$ cat src/rtl/fcd_pkg.sv
// Shared types and command codes for the fast-mode command decoder.
// Assumes commands are carried on the low byte of the write data.
package fcd_pkg;

    typedef enum logic [3:0] {
        S_READ, S_UNL1, S_UNL2, S_PSET, S_BUSY,
        S_FAST, S_FPSET, S_FRST, S_QUERY
    } seq_state_t;

    typedef enum logic [1:0] {
        MODE_READ  = 2'd0,
        MODE_FAST  = 2'd1,
        MODE_QUERY = 2'd2,
        MODE_BUSY  = 2'd3
    } mode_t;

    // Decoded view of one write cycle
    typedef struct packed {
        logic unl1;   // AAh at 555h
        logic unl2;   // 55h at 2AAh
        logic at555;  // address is 555h
        logic c_a0;
        logic c_20;
        logic c_80;
        logic c_90;
        logic c_00;
        logic c_98;
        logic c_f0;
    } cmd_t;

    localparam logic [7:0] CMD_UNL1  = 8'hAA;
    localparam logic [7:0] CMD_UNL2  = 8'h55;
    localparam logic [7:0] CMD_PSET  = 8'hA0;
    localparam logic [7:0] CMD_FAST  = 8'h20;
    localparam logic [7:0] CMD_ERASE = 8'h80;
    localparam logic [7:0] CMD_FRST1 = 8'h90;
    localparam logic [7:0] CMD_FRST2 = 8'h00;
    localparam logic [7:0] CMD_QRY   = 8'h98;
    localparam logic [7:0] CMD_RST   = 8'hF0;

endpackage

$ cat src/rtl/fcd_match.sv
// Combinational classifier of one write cycle into command flags.
// Assumes only the low CMD_AW address bits take part in unlock matching.
module fcd_match
    import fcd_pkg::*;
#(
    parameter int CMD_AW = 11
) (
    input  logic [CMD_AW-1:0] addr,
    input  logic [7:0]        code,
    output cmd_t              cmd
);
    localparam logic [CMD_AW-1:0] ADDR_A = CMD_AW'(12'h555);
    localparam logic [CMD_AW-1:0] ADDR_B = CMD_AW'(12'h2AA);

    // Compare address and code against each known command
    always_comb begin
        cmd.at555 = (addr == ADDR_A);
        cmd.unl1  = (addr == ADDR_A) && (code == CMD_UNL1);
        cmd.unl2  = (addr == ADDR_B) && (code == CMD_UNL2);
        cmd.c_a0  = (code == CMD_PSET);
        cmd.c_20  = (code == CMD_FAST);
        cmd.c_80  = (code == CMD_ERASE);
        cmd.c_90  = (code == CMD_FRST1);
        cmd.c_00  = (code == CMD_FRST2);
        cmd.c_98  = (code == CMD_QRY);
        cmd.c_f0  = (code == CMD_RST);
    end
endmodule

$ cat src/rtl/fcd_seq.sv
// Command sequencer: walks unlock, program, fast-mode and query sequences,
// issues program strobes and holds busy until completion.
// Assumes wr_en is a single-cycle strobe per bus write.
module fcd_seq
    import fcd_pkg::*;
#(
    parameter int ADDR_W = 21,
    parameter int DATA_W = 16,
    parameter int BANK_W = 1
) (
    input  logic              clk,
    input  logic              rst_n,
    input  logic              wr_en,
    input  logic [ADDR_W-1:0] wr_addr,
    input  logic [BANK_W-1:0] wr_bank,
    input  logic [DATA_W-1:0] wr_data,
    input  cmd_t              cmd,
    input  logic              prog_done,
    output logic              prog_req,
    output logic [ADDR_W-1:0] prog_addr,
    output logic [DATA_W-1:0] prog_data,
    output logic              erase_err,
    output mode_t             mode,
    output logic [BANK_W-1:0] query_bank
);
    seq_state_t        state;
    logic              ret_fast;
    logic [BANK_W-1:0] fast_bank;

    // State transitions, request strobe and captured fields
    always_ff @(posedge clk) begin
        if (!rst_n) begin
            state      <= S_READ;
            ret_fast   <= 1'b0;
            fast_bank  <= '0;
            query_bank <= '0;
            prog_req   <= 1'b0;
            prog_addr  <= '0;
            prog_data  <= '0;
            erase_err  <= 1'b0;
        end else begin
            prog_req  <= 1'b0;
            erase_err <= 1'b0;
            case (state)
                S_READ: if (wr_en) begin
                    if (cmd.unl1) state <= S_UNL1;
                    else if (cmd.c_98) begin
                        state      <= S_QUERY;
                        query_bank <= wr_bank;
                    end
                end
                S_UNL1: if (wr_en) state <= cmd.unl2 ? S_UNL2 : S_READ;
                S_UNL2: if (wr_en) begin
                    if (cmd.at555 && cmd.c_a0) state <= S_PSET;
                    else if (cmd.at555 && cmd.c_20) begin
                        state     <= S_FAST;
                        fast_bank <= wr_bank;
                    end else state <= S_READ;
                end
                S_PSET, S_FPSET: if (wr_en) begin
                    prog_req  <= 1'b1;
                    prog_addr <= wr_addr;
                    prog_data <= wr_data;
                    ret_fast  <= (state == S_FPSET);
                    state     <= S_BUSY;
                end
                S_BUSY: if (prog_done) state <= ret_fast ? S_FAST : S_READ;
                S_FAST: if (wr_en) begin
                    if (cmd.c_a0) state <= S_FPSET;
                    else if (cmd.c_80) erase_err <= 1'b1;
                    else if (cmd.c_90 && wr_bank == fast_bank) state <= S_FRST;
                end
                S_FRST: if (wr_en) state <= cmd.c_00 ? S_READ : S_FAST;
                S_QUERY: if (wr_en && cmd.c_f0) state <= S_READ;
                default: state <= S_READ;
            endcase
        end
    end

    // Collapse sequencer states into the externally visible mode
    always_comb begin
        case (state)
            S_FAST, S_FPSET, S_FRST: mode = MODE_FAST;
            S_QUERY:                 mode = MODE_QUERY;
            S_BUSY:                  mode = MODE_BUSY;
            default:                 mode = MODE_READ;
        endcase
    end

    p_req_pulse_r12: assert property (@(posedge clk) disable iff (!rst_n)
        prog_req |=> !prog_req);
    p_addr_hold_r12: assert property (@(posedge clk) disable iff (!rst_n)
        (mode == MODE_BUSY && !prog_done) |=> $stable(prog_addr));
    p_busy_hold_r11: assert property (@(posedge clk) disable iff (!rst_n)
        (mode == MODE_BUSY && !prog_done) |=> mode == MODE_BUSY);
    p_req_busy_r2: assert property (@(posedge clk) disable iff (!rst_n)
        prog_req |-> mode == MODE_BUSY);
    p_err_fast_r6: assert property (@(posedge clk) disable iff (!rst_n)
        erase_err |-> mode == MODE_FAST);
    p_query_hold_r10: assert property (@(posedge clk) disable iff (!rst_n)
        (mode == MODE_QUERY && !(wr_en && cmd.c_f0)) |=> mode == MODE_QUERY);
endmodule

$ cat src/rtl/fcd_readmux.sv
// Read-side select: chooses query or array data per read bank and
// forces the upper byte low for word-wide query reads. Purely combinational.
module fcd_readmux
    import fcd_pkg::*;
#(
    parameter int BANK_W = 1
) (
    input  logic              clk,
    input  logic              rst_n,
    input  mode_t             mode,
    input  logic [BANK_W-1:0] query_bank,
    input  logic [BANK_W-1:0] rd_bank,
    input  logic              word_mode,
    output logic              rd_query,
    output logic              rd_upper_zero
);
    // Select the data source for the current read
    always_comb begin
        rd_query      = (mode == MODE_QUERY) && (rd_bank == query_bank);
        rd_upper_zero = rd_query && word_mode;
    end

    p_query_mode_r8: assert property (@(posedge clk) disable iff (!rst_n)
        rd_query |-> mode == MODE_QUERY);
endmodule

$ cat src/rtl/fast_cmd_decoder.sv
// Top of the fast-mode flash command decoder: classifier, sequencer and
// read select. Assumes DATA_W >= 8 and CMD_AW <= ADDR_W.
module fast_cmd_decoder
    import fcd_pkg::*;
#(
    parameter int ADDR_W = 21,
    parameter int DATA_W = 16,
    parameter int BANK_W = 1,
    parameter int CMD_AW = 11
) (
    input  logic              clk,
    input  logic              rst_n,
    input  logic              wr_en,
    input  logic [ADDR_W-1:0] wr_addr,
    input  logic [BANK_W-1:0] wr_bank,
    input  logic [DATA_W-1:0] wr_data,
    input  logic              word_mode,
    input  logic [BANK_W-1:0] rd_bank,
    input  logic              prog_done,
    output logic              prog_req,
    output logic [ADDR_W-1:0] prog_addr,
    output logic [DATA_W-1:0] prog_data,
    output logic              erase_err,
    output logic [1:0]        mode,
    output logic              rd_query,
    output logic              rd_upper_zero
);
    cmd_t              cmd;
    mode_t             mode_i;
    logic [BANK_W-1:0] query_bank;

    fcd_match #(.CMD_AW(CMD_AW)) i_match (
        .addr (wr_addr[CMD_AW-1:0]),
        .code (wr_data[7:0]),
        .cmd  (cmd)
    );

    fcd_seq #(.ADDR_W(ADDR_W), .DATA_W(DATA_W), .BANK_W(BANK_W)) i_seq (
        .clk        (clk),
        .rst_n      (rst_n),
        .wr_en      (wr_en),
        .wr_addr    (wr_addr),
        .wr_bank    (wr_bank),
        .wr_data    (wr_data),
        .cmd        (cmd),
        .prog_done  (prog_done),
        .prog_req   (prog_req),
        .prog_addr  (prog_addr),
        .prog_data  (prog_data),
        .erase_err  (erase_err),
        .mode       (mode_i),
        .query_bank (query_bank)
    );

    fcd_readmux #(.BANK_W(BANK_W)) i_rdmux (
        .clk           (clk),
        .rst_n         (rst_n),
        .mode          (mode_i),
        .query_bank    (query_bank),
        .rd_bank       (rd_bank),
        .word_mode     (word_mode),
        .rd_query      (rd_query),
        .rd_upper_zero (rd_upper_zero)
    );

    assign mode = mode_i;
endmodule

$ cat config.mk
export PLATFORM = sky130hd
export DESIGN_NAME = fast_cmd_decoder
export DESIGN_NICKNAME = d
export VERILOG_FILES = /design/src/rtl/fcd_pkg.sv /design/src/rtl/fcd_match.sv /design/src/rtl/fcd_seq.sv /design/src/rtl/fcd_readmux.sv /design/src/rtl/fast_cmd_decoder.sv
export SDC_FILE = /design/constraint.sdc
export NUM_CORES = 1
export LEC_CHECK = 0
export ABC_AREA = 1
export BUFFER_PORTS_ARGS = -buffer_cell sky130_fd_sc_hd__buf_2
export CAP_MARGIN = 30
export CORE_ASPECT_RATIO = 1.5
export CORE_UTILIZATION = 30
export DETAILED_ROUTE_END_ITERATION = 16
export PLACE_DENSITY = 0.53
export SYNTH_ARGS = -nofsm -noshare
export SYNTH_HDL_FRONTEND = slang
export SYNTH_SLANG_ARGS = --single-unit
$ cat constraint.sdc
create_clock -name clk -period 3.31 [get_ports clk]
set_input_delay 0.8275 -clock clk [delete_from_list [all_inputs] [get_ports clk]]
set_output_delay 0.8275 -clock clk [all_outputs]
set_load 0.05 [all_outputs]
==> impl_metrics.csv <==
group,metric,value,unit
cts,postCtsHoldBufs,0,
placed_design,gp_routability_congestion,0.8228,
synthesis,synthDominantAreaCellType,"sky130_fd_sc_hd__dfxtp_1",
sta,worst_slew_pin_slew,0.5090,ns
finish,layout-drive-gt1-share,27.21,%
cts,cts_resized,0,
setup_path,worst_setup_path_end_kind,"primary output",
grt,grt_remaining_overflow,0,
synthesis,synth_flop_cell,"sky130_fd_sc_hd__dfxtp_1",
outcome,status,"completed",
sta,layout_min_cycle_time,2.491,ns
run,drv_cap,0,
synthesis,synth_async_sr_flop_share,0,%
sta,rsz0062_at_grt,"false",
grt,grt_first_pass_wirelength,9.342,mm
finish,num-fill-cells,820,
die,fp.dieW,72.33,um
synthesis,synthMostInstantiatedCell,"sky130_fd_sc_hd__nor2_1",
die,die_h,107.5,um
die,die_area,7775,um^2
synthesis,ys_seq_elements,46,
die,start_util,30.80,%
detailed_routing,vias,2286,
die,floorplan.core_area,7227,um^2
pwr,powerDensity,606.9,nW/um^2
setup_path,critPathArrivalTime,1.66,ns
finish,synthToLayoutAreaGrowth,27.37,%
synthesis,mappedNetlistArea,2226,um^2
sta,hold_viol,0,
grt,grt_pass1_vias,2086,
finish,multi_input_comb_area,1080,um^2
synthesis,number_of_enable_type_register_cells_in_the_synthesized_netlist,0,
detailed_routing,wl_per_cell,11.31,um
cts,clk_latency,0.30,ns
die,fp-row-count,38,
placed_design,dp_cells,511,
detailed_routing,vias_per_cell,4.405,
cts,tritoncts,"done",
setup_path,start_kind,"flip-flop",
sta,finalMaxSlewViolations,0,
cts,clock_tree.buffer_depth,2,
setup_path,critPathRequiredTime,2.48,ns
cts,cts_post_setup_buffers_inserted,0,
detailed_routing,route.antenna.remaining_nets,0,
grt,antenna_violations_before_repair,0,
pwr,power_leakage,0.001434,uW
synthesis,synth.top_cells.by_area,"sky130_fd_sc_hd__dfxtp_1 (41%), sky130_fd_sc_hd__nor2_1 (16%), sky130_fd_sc_hd__nand2_1 (8.8%)",
detailed_routing,detail_route.drc_violations,0,
sta,final_setup_violation_count,0,
synthesis,seq_area_frac_synth,41.37,%
synthesis,synth_top_area_share,41.37,%
placed_design,dp_worst_setup_slack,0.9177,ns
finish,stdcell_count,519,
hold_path,worstHoldPathType,"reg -> reg",
grt,grt_use_total,15.50,%
finish,antenna_diode_count,0,
cts,number_of_h_tree_levels,2,
setup_path,crit_fanout,4,
placed_design,number_of_buffers_inserted_by_port_buffering,86,
finish,sequential_cell_area,920.9,um^2
sta,slew_hr,65.95,%
finish,fin_nets,462,
sta,clock_skews,0.005979,ns
sta,timing.setup.tns,0,ns
synthesis,post_synth_num_cell_types,26,
die,i_o_pin_count,87,
synthesis,synth_top_cells_by_count,"sky130_fd_sc_hd__nor2_1 (96), sky130_fd_sc_hd__nand2_1 (52), sky130_fd_sc_hd__dfxtp_1 (46)",
synthesis,syn-mean-instance-area,6.605,um^2
sta,fin_crit_sh,75.26,%
cts,cts_sinks,46,
cts,clkTransAtPathRegs,0.08,ns
detailed_routing,detail_route.iter0.violations,130,
sta,setup_ws,0.8190,ns
placed_design,dp_hpwl,4.459,mm
cts,cts_made_buffers,5,
grt,pin_count_of_the_biggest_net_entering_global_routing,49,
synthesis,total_nets_after_synthesis,381,
pwr,power,1721,uW
synthesis,synth_warnings,0,
detailed_routing,routed_wl,5.869,mm
setup_path,setup.worst_path.class,"reg -> out",
cts,cts.root.buffer_cell,"sky130_fd_sc_hd__clkbuf_8",
detailed_routing,drt_first_pass_iters,4,
synthesis,synthCells,337,
sta,fmax,401.5,MHz
pwr,peakVddDrop,0.3655,mV
## where the power goes
part	internal [uW]	switching, uW
logic	157	408
clock network	322	190
registers	603	40.5
## path summary, 6_finish.rpt
check,cells after the start,start,end,slack (ns)
worst min register to register,2,i_seq.prog_data[6],i_seq.prog_data[6],0.48
worst max register to register,7,i_seq.state[2],i_seq.prog_data[0],1.31
worst min-delay path,2,i_seq.prog_data[6],i_seq.prog_data[6],0.48
worst max-delay path,5,i_seq.state[3],rd_upper_zero,0.82
## metal layers
metal,vias to the layer above,global-route usage [%],share of wire (%)
li1,1218,-,-
met1,1004,16.90,43
met2,57,29.44,51
met3,7,2.903,4.5
met4,0,4.622,1.3
met5,-,0,0
## placed cells by master (no fill, tap or decap), drive strengths merged
cell / count
nor2: 107
o21ai: 38
nor3b: 1
inv: 32
clkbuf: 6
nor4: 1
nand2: 55
dfxtp: 46
bufinv: 2
nand3: 24
clkinv: 1
a21oi: 14
nor3: 2
nand4: 1
o21bai: 1
xor2: 1
buf: 87
## critical path: stages, from the launching register on
cell and delay (ns):
sky130_fd_sc_hd__dfxtp_1 0.43, sky130_fd_sc_hd__inv_1 0.10, sky130_fd_sc_hd__nor3_1 0.24, sky130_fd_sc_hd__inv_1 0.11
sky130_fd_sc_hd__nor3b_1 0.20, sky130_fd_sc_hd__buf_2 0.29
## metrics by stage
stage	hold slack, ns	utilization [%]	area, um^2
2_1_floorplan	0.5006	-	2226
6_report	0.4763	39.23	2835
4_1_cts	0.4858	39.23	2835
5_1_grt	0.5079	39.23	2835
3_3_place_gp	0.4587	37.26	2693
3_5_place_dp	0.4693	37.26	2693
## sequential cells by signal, indices dropped and copies added, names as in the netlist
name / flops
i_seq.erase_err: 1
i_seq.fast_bank: 1
i_seq.prog_addr: 21
i_seq.prog_data: 16
i_seq.prog_req: 1
i_seq.query_bank: 1
i_seq.ret_fast: 1
i_seq.state: 4
## area by class of cell
cell class	count	area share, %
flip-flops and latches	46	32.48
well taps	100	4.413
clock buffers	6	2.913
repair buffers	87	15.45
clock inverters	2	2.118
inverters	33	4.545
multi-input cells	245	38.08
## cell families after synthesis
| family | share of synthesized area (%) |
|---|---|
| AND/OR/NAND/NOR | 36.09 |
| AO/OA/AOI/OAI | 12.03 |
| flip-flops | 41.37 |
| XOR/XNOR | 0.3936 |
| buffers and inverters | 10.12 |
(Power assumes the default switching activity.)
